File: src/rtl/addr_loader_pkg.sv
package addr_loader_pkg;
  typedef enum logic [1:0] {
    ST_IDLE,
    ST_PICK,
    ST_SHIFT,
    ST_DONE
  } ldr_state_e;
endpackage

File: src/rtl/lane_cache.sv
module lane_cache #(
  parameter int LANES  = 3,
  parameter int LANE_W = 8,
  localparam int AW    = LANES * LANE_W,
  localparam int IW    = (LANES > 1) ? $clog2(LANES) : 1
) (
  input  logic             clk_i,
  input  logic             rst_ni,
  input  logic [AW-1:0]    cmp_addr_i,
  output logic [LANES-1:0] changed_o,
  input  logic             wr_en_i,
  input  logic [IW-1:0]    wr_lane_i,
  input  logic [LANE_W-1:0] wr_data_i
);
  for (genvar g = 0; g < LANES; g++) begin : g_lane
    logic [LANE_W-1:0] shadow_q;
    logic              known_q;
    always_ff @(posedge clk_i or negedge rst_ni) begin
      if (!rst_ni) begin
        shadow_q <= '0;
        known_q  <= 1'b0;
      end else if (wr_en_i && wr_lane_i == IW'(g)) begin
        shadow_q <= wr_data_i;
        known_q  <= 1'b1;
      end
    end
    assign changed_o[g] = !known_q || (shadow_q != cmp_addr_i[g*LANE_W +: LANE_W]);
  end
endmodule

File: src/rtl/lane_shifter.sv
module lane_shifter #(
  parameter int LANES  = 3,
  parameter int LANE_W = 8,
  localparam int IW    = (LANES > 1) ? $clog2(LANES) : 1,
  localparam int CW    = (LANE_W > 1) ? $clog2(LANE_W) : 1
) (
  input  logic              clk_i,
  input  logic              rst_ni,
  input  logic              start_i,
  input  logic [IW-1:0]     lane_i,
  input  logic [LANE_W-1:0] data_i,
  output logic              sdata_o,
  output logic [LANES-1:0]  sclk_o,
  output logic              done_o
);
  logic [LANE_W-1:0] sh_q;
  logic [IW-1:0]     lane_q;
  logic [CW-1:0]     cnt_q;
  logic              active_q, high_q;

  always_ff @(posedge clk_i or negedge rst_ni) begin
    if (!rst_ni) begin
      sh_q     <= '0;
      lane_q   <= '0;
      cnt_q    <= '0;
      active_q <= 1'b0;
      high_q   <= 1'b0;
    end else if (start_i) begin
      sh_q     <= data_i;
      lane_q   <= lane_i;
      cnt_q    <= '0;
      active_q <= 1'b1;
      high_q   <= 1'b0;
    end else if (active_q) begin
      if (!high_q) begin
        high_q <= 1'b1;
      end else begin
        high_q <= 1'b0;
        if (cnt_q == CW'(LANE_W - 1)) begin
          active_q <= 1'b0;
        end else begin
          cnt_q <= cnt_q + 1'b1;
          sh_q  <= {sh_q[LANE_W-2:0], 1'b0};
        end
      end
    end
  end

  // setup cycle (strobe low) then high cycle, data held across both
  assign sdata_o = sh_q[LANE_W-1];
  assign sclk_o  = (active_q && high_q) ? (LANES'(1) << lane_q) : '0;
  assign done_o  = active_q && high_q && (cnt_q == CW'(LANE_W - 1));
endmodule

File: src/rtl/addr_shift_loader.sv
module addr_shift_loader
  import addr_loader_pkg::*;
#(
  parameter int LANES  = 3,
  parameter int LANE_W = 8,
  localparam int AW    = LANES * LANE_W,
  localparam int IW    = (LANES > 1) ? $clog2(LANES) : 1
) (
  input  logic             clk_i,
  input  logic             rst_ni,
  input  logic             req_valid_i,
  output logic             req_ready_o,
  input  logic [AW-1:0]    req_addr_i,
  input  logic             force_i,
  output logic             sdata_o,
  output logic [LANES-1:0] sclk_o,
  output logic             done_o
);
  ldr_state_e        state_q;
  logic [AW-1:0]     addr_q;
  logic [LANES-1:0]  dirty_q, changed;
  logic [IW-1:0]     lane_q, pick;
  logic              sh_start, sh_done, wr_en;

  always_comb begin
    pick = '0;
    for (int i = LANES - 1; i >= 0; i--) begin
      if (dirty_q[i]) pick = IW'(i);
    end
  end

  assign req_ready_o = (state_q == ST_IDLE) || (state_q == ST_DONE);
  assign done_o      = (state_q == ST_DONE);
  assign sh_start    = (state_q == ST_PICK) && (dirty_q != '0);
  assign wr_en       = (state_q == ST_SHIFT) && sh_done;

  always_ff @(posedge clk_i or negedge rst_ni) begin
    if (!rst_ni) begin
      state_q <= ST_IDLE;
      addr_q  <= '0;
      dirty_q <= '0;
      lane_q  <= '0;
    end else begin
      unique case (state_q)
        ST_IDLE, ST_DONE: begin
          if (req_valid_i) begin
            addr_q  <= req_addr_i;
            dirty_q <= changed | {LANES{force_i}};
            state_q <= ST_PICK;
          end else begin
            state_q <= ST_IDLE;
          end
        end
        ST_PICK: begin
          if (dirty_q == '0) begin
            state_q <= ST_DONE;
          end else begin
            lane_q  <= pick;
            state_q <= ST_SHIFT;
          end
        end
        ST_SHIFT: begin
          if (sh_done) begin
            dirty_q[lane_q] <= 1'b0;
            state_q         <= ST_PICK;
          end
        end
        default: state_q <= ST_IDLE;
      endcase
    end
  end

  lane_cache #(.LANES(LANES), .LANE_W(LANE_W)) u_cache (
    .clk_i      (clk_i),
    .rst_ni     (rst_ni),
    .cmp_addr_i (req_addr_i),
    .changed_o  (changed),
    .wr_en_i    (wr_en),
    .wr_lane_i  (lane_q),
    .wr_data_i  (addr_q[lane_q*LANE_W +: LANE_W])
  );

  lane_shifter #(.LANES(LANES), .LANE_W(LANE_W)) u_shift (
    .clk_i   (clk_i),
    .rst_ni  (rst_ni),
    .start_i (sh_start),
    .lane_i  (pick),
    .data_i  (addr_q[pick*LANE_W +: LANE_W]),
    .sdata_o (sdata_o),
    .sclk_o  (sclk_o),
    .done_o  (sh_done)
  );
endmodule

File: config.mk
export PLATFORM = sky130hd
export DESIGN_NAME = addr_shift_loader
export DESIGN_NICKNAME = d
export VERILOG_FILES = /design/src/rtl/addr_loader_pkg.sv /design/src/rtl/lane_cache.sv /design/src/rtl/lane_shifter.sv /design/src/rtl/addr_shift_loader.sv
export SDC_FILE = /design/constraint.sdc
export NUM_CORES = 1
export LEC_CHECK = 0
export ABC_AREA = 1
export BUFFER_PORTS_ARGS = -buffer_cell sky130_fd_sc_hd__buf_2
export CAP_MARGIN = 20
export CORE_MARGIN = 5
export CORE_UTILIZATION = 59
export CTS_BUF_LIST = sky130_fd_sc_hd__clkbuf_16
export CTS_CLUSTER_SIZE = 16
export DETAILED_ROUTE_END_ITERATION = 16
export PLACE_DENSITY = 0.79
export SLEW_MARGIN = 10
export SYNTH_ARGS = -nofsm -noshare
export SYNTH_HDL_FRONTEND = slang
export SYNTH_SLANG_ARGS = --single-unit
File: constraint.sdc
create_clock -name clk_i -period 1.85 [get_ports clk_i]
set_clock_uncertainty 0.2 [all_clocks]
set_input_delay 0.0925 -clock clk_i [delete_from_list [all_inputs] [get_ports clk_i]]
set_output_delay 0.0925 -clock clk_i [all_outputs]
set_load 0.03 [all_outputs]
* Word level (Yosys, flattened, before mapping)
Index checks and enable logic that the tools add are counted.
** Operators by class
- Bitwise operators :: 4
- Muxes and demuxes :: 28
- $add $sub $neg :: 1
- Reduce and logical (&&, ||, !) cells :: 27
- $lt $le $gt $ge :: 2
- Shifts and indexed selects :: 3
- Equality and inequality tests :: 12
** Operators with widths (count)
- 24-bit by 6-bit indexed part select with 8-bit output :: 2
- 8-bit 2-to-1 mux :: 4
- 8-bit != test :: 3
- 3-bit 2-to-1 mux :: 7
- 1-bit 2-to-1 mux :: 10
- 1-bit logical AND :: 8
- 2-bit 2-to-1 mux :: 4
- 2-bit == test, second input constant :: 3
- 2-bit != test, second input constant :: 3
- 2-bit case mux with 3 select lines :: 1
- 3-bit case mux with 2 select lines :: 1
- 3-bit AND reduction :: 2
- 2-bit nonzero test :: 3
- 2-bit by 1-bit == test with 1-bit output, second input constant :: 2
- 2-bit logical NOT :: 2
- 1-bit logical OR :: 4
- 2-bit AND reduction :: 2
- 3-bit by 1-bit adder with 3-bit output, second input constant :: 1
- 3-bit bitwise AND :: 1
- 3-bit == test, second input constant :: 1
- 1-bit logical NOT :: 3
- 3-bit logical NOT :: 1
- 2-bit by 3-bit < comparator with 1-bit output, second input constant :: 1
- 3-bit inverter :: 1
- 7 further kinds :: 7
** Storage, ports and cells
- Register bits after elaboration :: 73
- Output and inout port bits :: 6

* Longest topological paths before layout
- Depth after elaboration :: 8
- Mapped depth :: 9
- Gate-level depth less buffers :: 9

* Hierarchy
From an unflattened synthesis, not the netlist that was laid out.
** Unflattened totals
- Cell total of the unflattened synthesis :: 543
- Area, all modules :: 4033.9 µm²
** By module, submodules not included
- addr_shift_loader :: instances 1, area each 1711.6 µm², cells an instance 236
- lane_cache :: instances 1, area each 1579.0 µm², cells an instance 210
- lane_shifter :: instances 1, area each 743.2 µm², cells an instance 97

* Worst setup path before layout
No wires, ideal clock.
- Kind :: reg2reg
- Start :: register state_q[0]
- End :: register addr_q[0]
- Buffers on the path :: 2
- Slack :: -0.038 ns
- Library setup time :: 0.132 ns
- Arrival time :: 1.557 ns
- Cell stages (with the launch flop) :: 7
- Cell sequence :: dfrtp_1 > inv_1 > ha_1 > nand2_1 > buf_2 > clkbuf_1 > o21ai_0
** On the way
- Cells in the longest elaborated chain, start to end :: 3
- Elaborated cells between the ends (all ways) :: 4
- Classes of those cells :: eq/ne: 1; reduce/logical: 3
** RTL lines
- from (decl) :: line addr_shift_loader.sv:19 : ldr_state_e state_q;
- from (signal assigned) :: line addr_shift_loader.sv:39 : state_q <= ST_IDLE;
- from (signal assigned) :: line addr_shift_loader.sv:49 : state_q <= ST_PICK;
- from (signal assigned) :: line addr_shift_loader.sv:51 : state_q <= ST_IDLE;
- 2-bit == test or 2-bit logical NOT (tied branches) :: line addr_shift_loader.sv:44 : unique case (state_q)
- 2-bit OR reduction (*) :: line addr_shift_loader.sv:44
- 2-bit AND reduction (no source line) (*)
- to (signal assigned) :: line addr_shift_loader.sv:47 : addr_q <= req_addr_i;
- to (decl) :: line addr_shift_loader.sv:20 : logic [AW-1:0] addr_q;
Every way passes the cells marked *; elsewhere a longest branch is shown, timed or not.
A chain may end at the register's enable or synchronous reset.

==> metrics.md <==
| Metric | Value |
|---|---|
| Sequential-to-total area share from yosys stat | 47.0% |
| Antenna Nets Post-Route | 0 |
| Drt wl/cell | 14.9 um |
| Gr usage total | 24.2% |
| Max-cap violation count | 0 |
| Worst r2r src | state_q[0] |
| Grt total ovfl | 0 |
| Die ar. | 8100 um2 |
| First-pass GRT wire length | 15800 um |
| Leak pwr | 2.45 nW |
| Critical Path AT | 1.50 ns |
| Synth cell types | 30 |
| Fin crit period | 1.79 ns |
| P&R area growth vs syn | 23.3% |
| Critical path cell sequence | nor2_2, inv_2, nor2_1, buf_2 |
| Slowest stage cell on the critical path | dfrtp_1 |
| Gpl congestion | 0.855 |
| CTS tree | done |
| Avg Cell Area, Syn | 7.71 um2 |
| Fin cells | 644 |
| WHS Endpoint | dirty_q[1] |
| Hold_sp | force_i |
| IO Count | 34 |
| Crit Path Class | register to output port |
| Vias per inst | 5.31 |
| Critical R2R Capture | addr_q[0] |
| Core area | 6280 um2 |
| Post-Route WL | 9570 um |
| Max rail drop VDD | 0.000913 V |
| Yosys warns | 0 |
| Clock slew at reported path FFs | 0.06 ns |
| Placed insts | 597 |
| Syn_nets | 524 |
| Max-slew violation count | 0 |
| Power per cell area | 1470 nW/um2 |
| Filler Cell Count | 436 |
| Max Root-Sink Buffers | 2 |
| Worst R2R Path Depth | 7 |
| Initial antenna violation count | 0 |
| Initial Util | 60.2% |
| Worst Hold Class | input pin to register |
| Fin crit share | 96.8% |
| # diodes | 0 |
| Slew @ Worst Pin | 0.409 ns |
| DR iter-0 viols | 230 |
| CTS Buf Count | 9 |
| Vias | 3420 |
| CTS Sinks | 71 |
| Final setup viols | 0 |
| Hold path cells | 6 |
| Slew margin rel. | 72.7% |
| DRT Pass-1 Iters | 5 |
| Yosys top cell area share | 47.0% |
| PortBufs | 33 |
| Pre-CTS WS | 0.00824 ns |
| Startpoint types | register |
| Max stage delay on crit path | 0.44 ns |
| Endpoints failing hold | 0 |
| Cell Rows | 29 |
| PnR worst setup slack | 0.0593 ns |
| Yosys reg bits | 71 |
| DR DRC count | 0 |
| Final net count | 596 |
| Area leader, netlist | dfrtp_1 |
| Outcome | finished, final reports clean |
| Post-synthesis cell count | 490 |
| Crit path max fanout | 9 |
| Fin util | 74.2% |
| Vias in the first global route | 3334 |
| Post-detail-place hpwl | 6350 um |
| Die extent in x | 90.0 um |
| Worst hold margin | 0.0259 ns |
| Worst skew pair latency | 0.34 ns |
| Most frequent cells in the layout | nand2_1 (188), dfrtp_1 (70), inv_1 (63) |
| Fmax | 558 MHz |
| H-tree depth | 3 |
| Reg-to-reg setup timing slack | 0.11 ns |
| Root Driver | clkbuf_16 |
| Critical Path RT | 1.56 ns |
| Most common cell after layout, fill and taps aside | nand2_1 |
| CP Capture Type | output port |
| Largest cells by area after synthesis | dfrtp_1 (47%), nand2_1 (19%), inv_1 (6.2%), o21ai_0 (5.0%), nor2_1 (3.7%) |
| Mapped Area | 3780 um2 |
| Die H | 90.0 um |
| Fraction of layout cells with a size suffix above 1 | 17.5% |
| Largest net degree at the start of global routing | 72 |
final cells by class:
type / count / area [um2] / share of cell area (%)
clock inverter: 7 / 48.8 / 1.05
clock buffer: 9 / 225 / 4.83
tap: 77 / 96.3 / 2.07
inverter: 71 / 269 / 5.77
timing repair buffer: 71 / 541 / 11.6
multi-input combinational: 338 / 1700 / 36.5
sequential: 71 / 1780 / 38.2
synth_stat cells, drive strengths merged:
library cell / n
nand2: 193
dfrtp: 71
inv: 71
nor2: 43
o21ai: 38
a21oi: 19
nand3: 9
buf: 8
o211ai: 7
o221ai: 7
ha: 6
xnor2: 5
mux2: 3
clkbuf: 2
nor3: 2
o21bai: 2
nor3b: 1
o22ai: 1
or2: 1
xor2: 1
worst max-delay path, delay by kind of cell (launching register included):
| family | cells | cell delay (ns) |
|---|---|---|
| buf+inv | 2 | 0.37 |
| flops | 1 | 0.44 |
| simple gates | 2 | 0.35 |
sequential cells by signal, summed over array words and instances (netlist names):
name	flops
addr_q	24
u_cache.g_lane.shadow_q	24
u_shift.sh_q	8
dirty_q	3
u_cache.g_lane.known_q	3
u_shift.cnt_q	3
lane_q	2
state_q	2
u_shift.active_q	1
u_shift.high_q	1
metal layers:
layer	vias to the layer above	routed length (um)	GRT usage, %
li1	1667	-	-
met1	1595	4120	31.2
met2	131	4670	39.1
met3	27	486	4.42
met4	0	286	11.9
met5	-	0	0
how the worst max path moves through the flow:
stage	startpoint	end	slack, ns	depth (start not counted)
finish	lane_q[0]	sclk_o[2]	0.06	4
global route	state_q[0]	dirty_q[1]	-0.002	7
CTS	u_shift.cnt_q[0]	u_cache.g_lane[2].shadow_q[6]	0.007	7
detailed placement	u_shift.cnt_q[0]	u_shift.sh_q[2]	0.008	7
global placement	u_shift.cnt_q[0]	u_shift.sh_q[2]	0.07	7
floorplan	state_q[0]	state_q[0]	0.07	7
cells by family (layout without fill, tap and decap cells):
| kind of cell | count (synthesis) | in the layout | synth area share (%) |
|---|---|---|---|
| flops | 71 | 71 | 47.0 |
| xor+xnor | 6 | 6 | 1.39 |
| fa+ha+maj | 6 | 6 | 1.99 |
| simple gates | 249 | 249 | 27.7 |
| buf+inv | 81 | 158 | 8.54 |
| compound gates | 74 | 74 | 12.4 |
| mux | 3 | 3 | 0.894 |
per-stage QoR:
| step | power (mW) | cell area (um2) | setup TNS [ns] |
|---|---|---|---|
| floorplan | 4.35 | 3780 | 0 |
| global placement | 4.99 | 4070 | 0 |
| detailed placement | 5.10 | 4070 | 0 |
| CTS | 6.75 | 4600 | 0 |
| global route | 7.31 | 4660 | -0.00160 |
| finish | 6.86 | 4660 | 0 |
what timing repair did:
action	CTS	global route
pin swaps	0	3
hold endpoints to repair	98	0
endpoints found under the setup margin	3	38
setup buffers	0	5
gates resized for setup	1	4
hold buffers	26	0
power by group:
| part | internal (mW) | total [mW] | switching (mW) |
|---|---|---|---|
| clock network | 0.909 | 1.60 | 0.692 |
| registers | 2.04 | 2.38 | 0.335 |
| logic | 1.03 | 2.89 | 1.86 |
| total | 3.98 | 6.86 | 2.88 |
(Power assumes the default switching activity.)
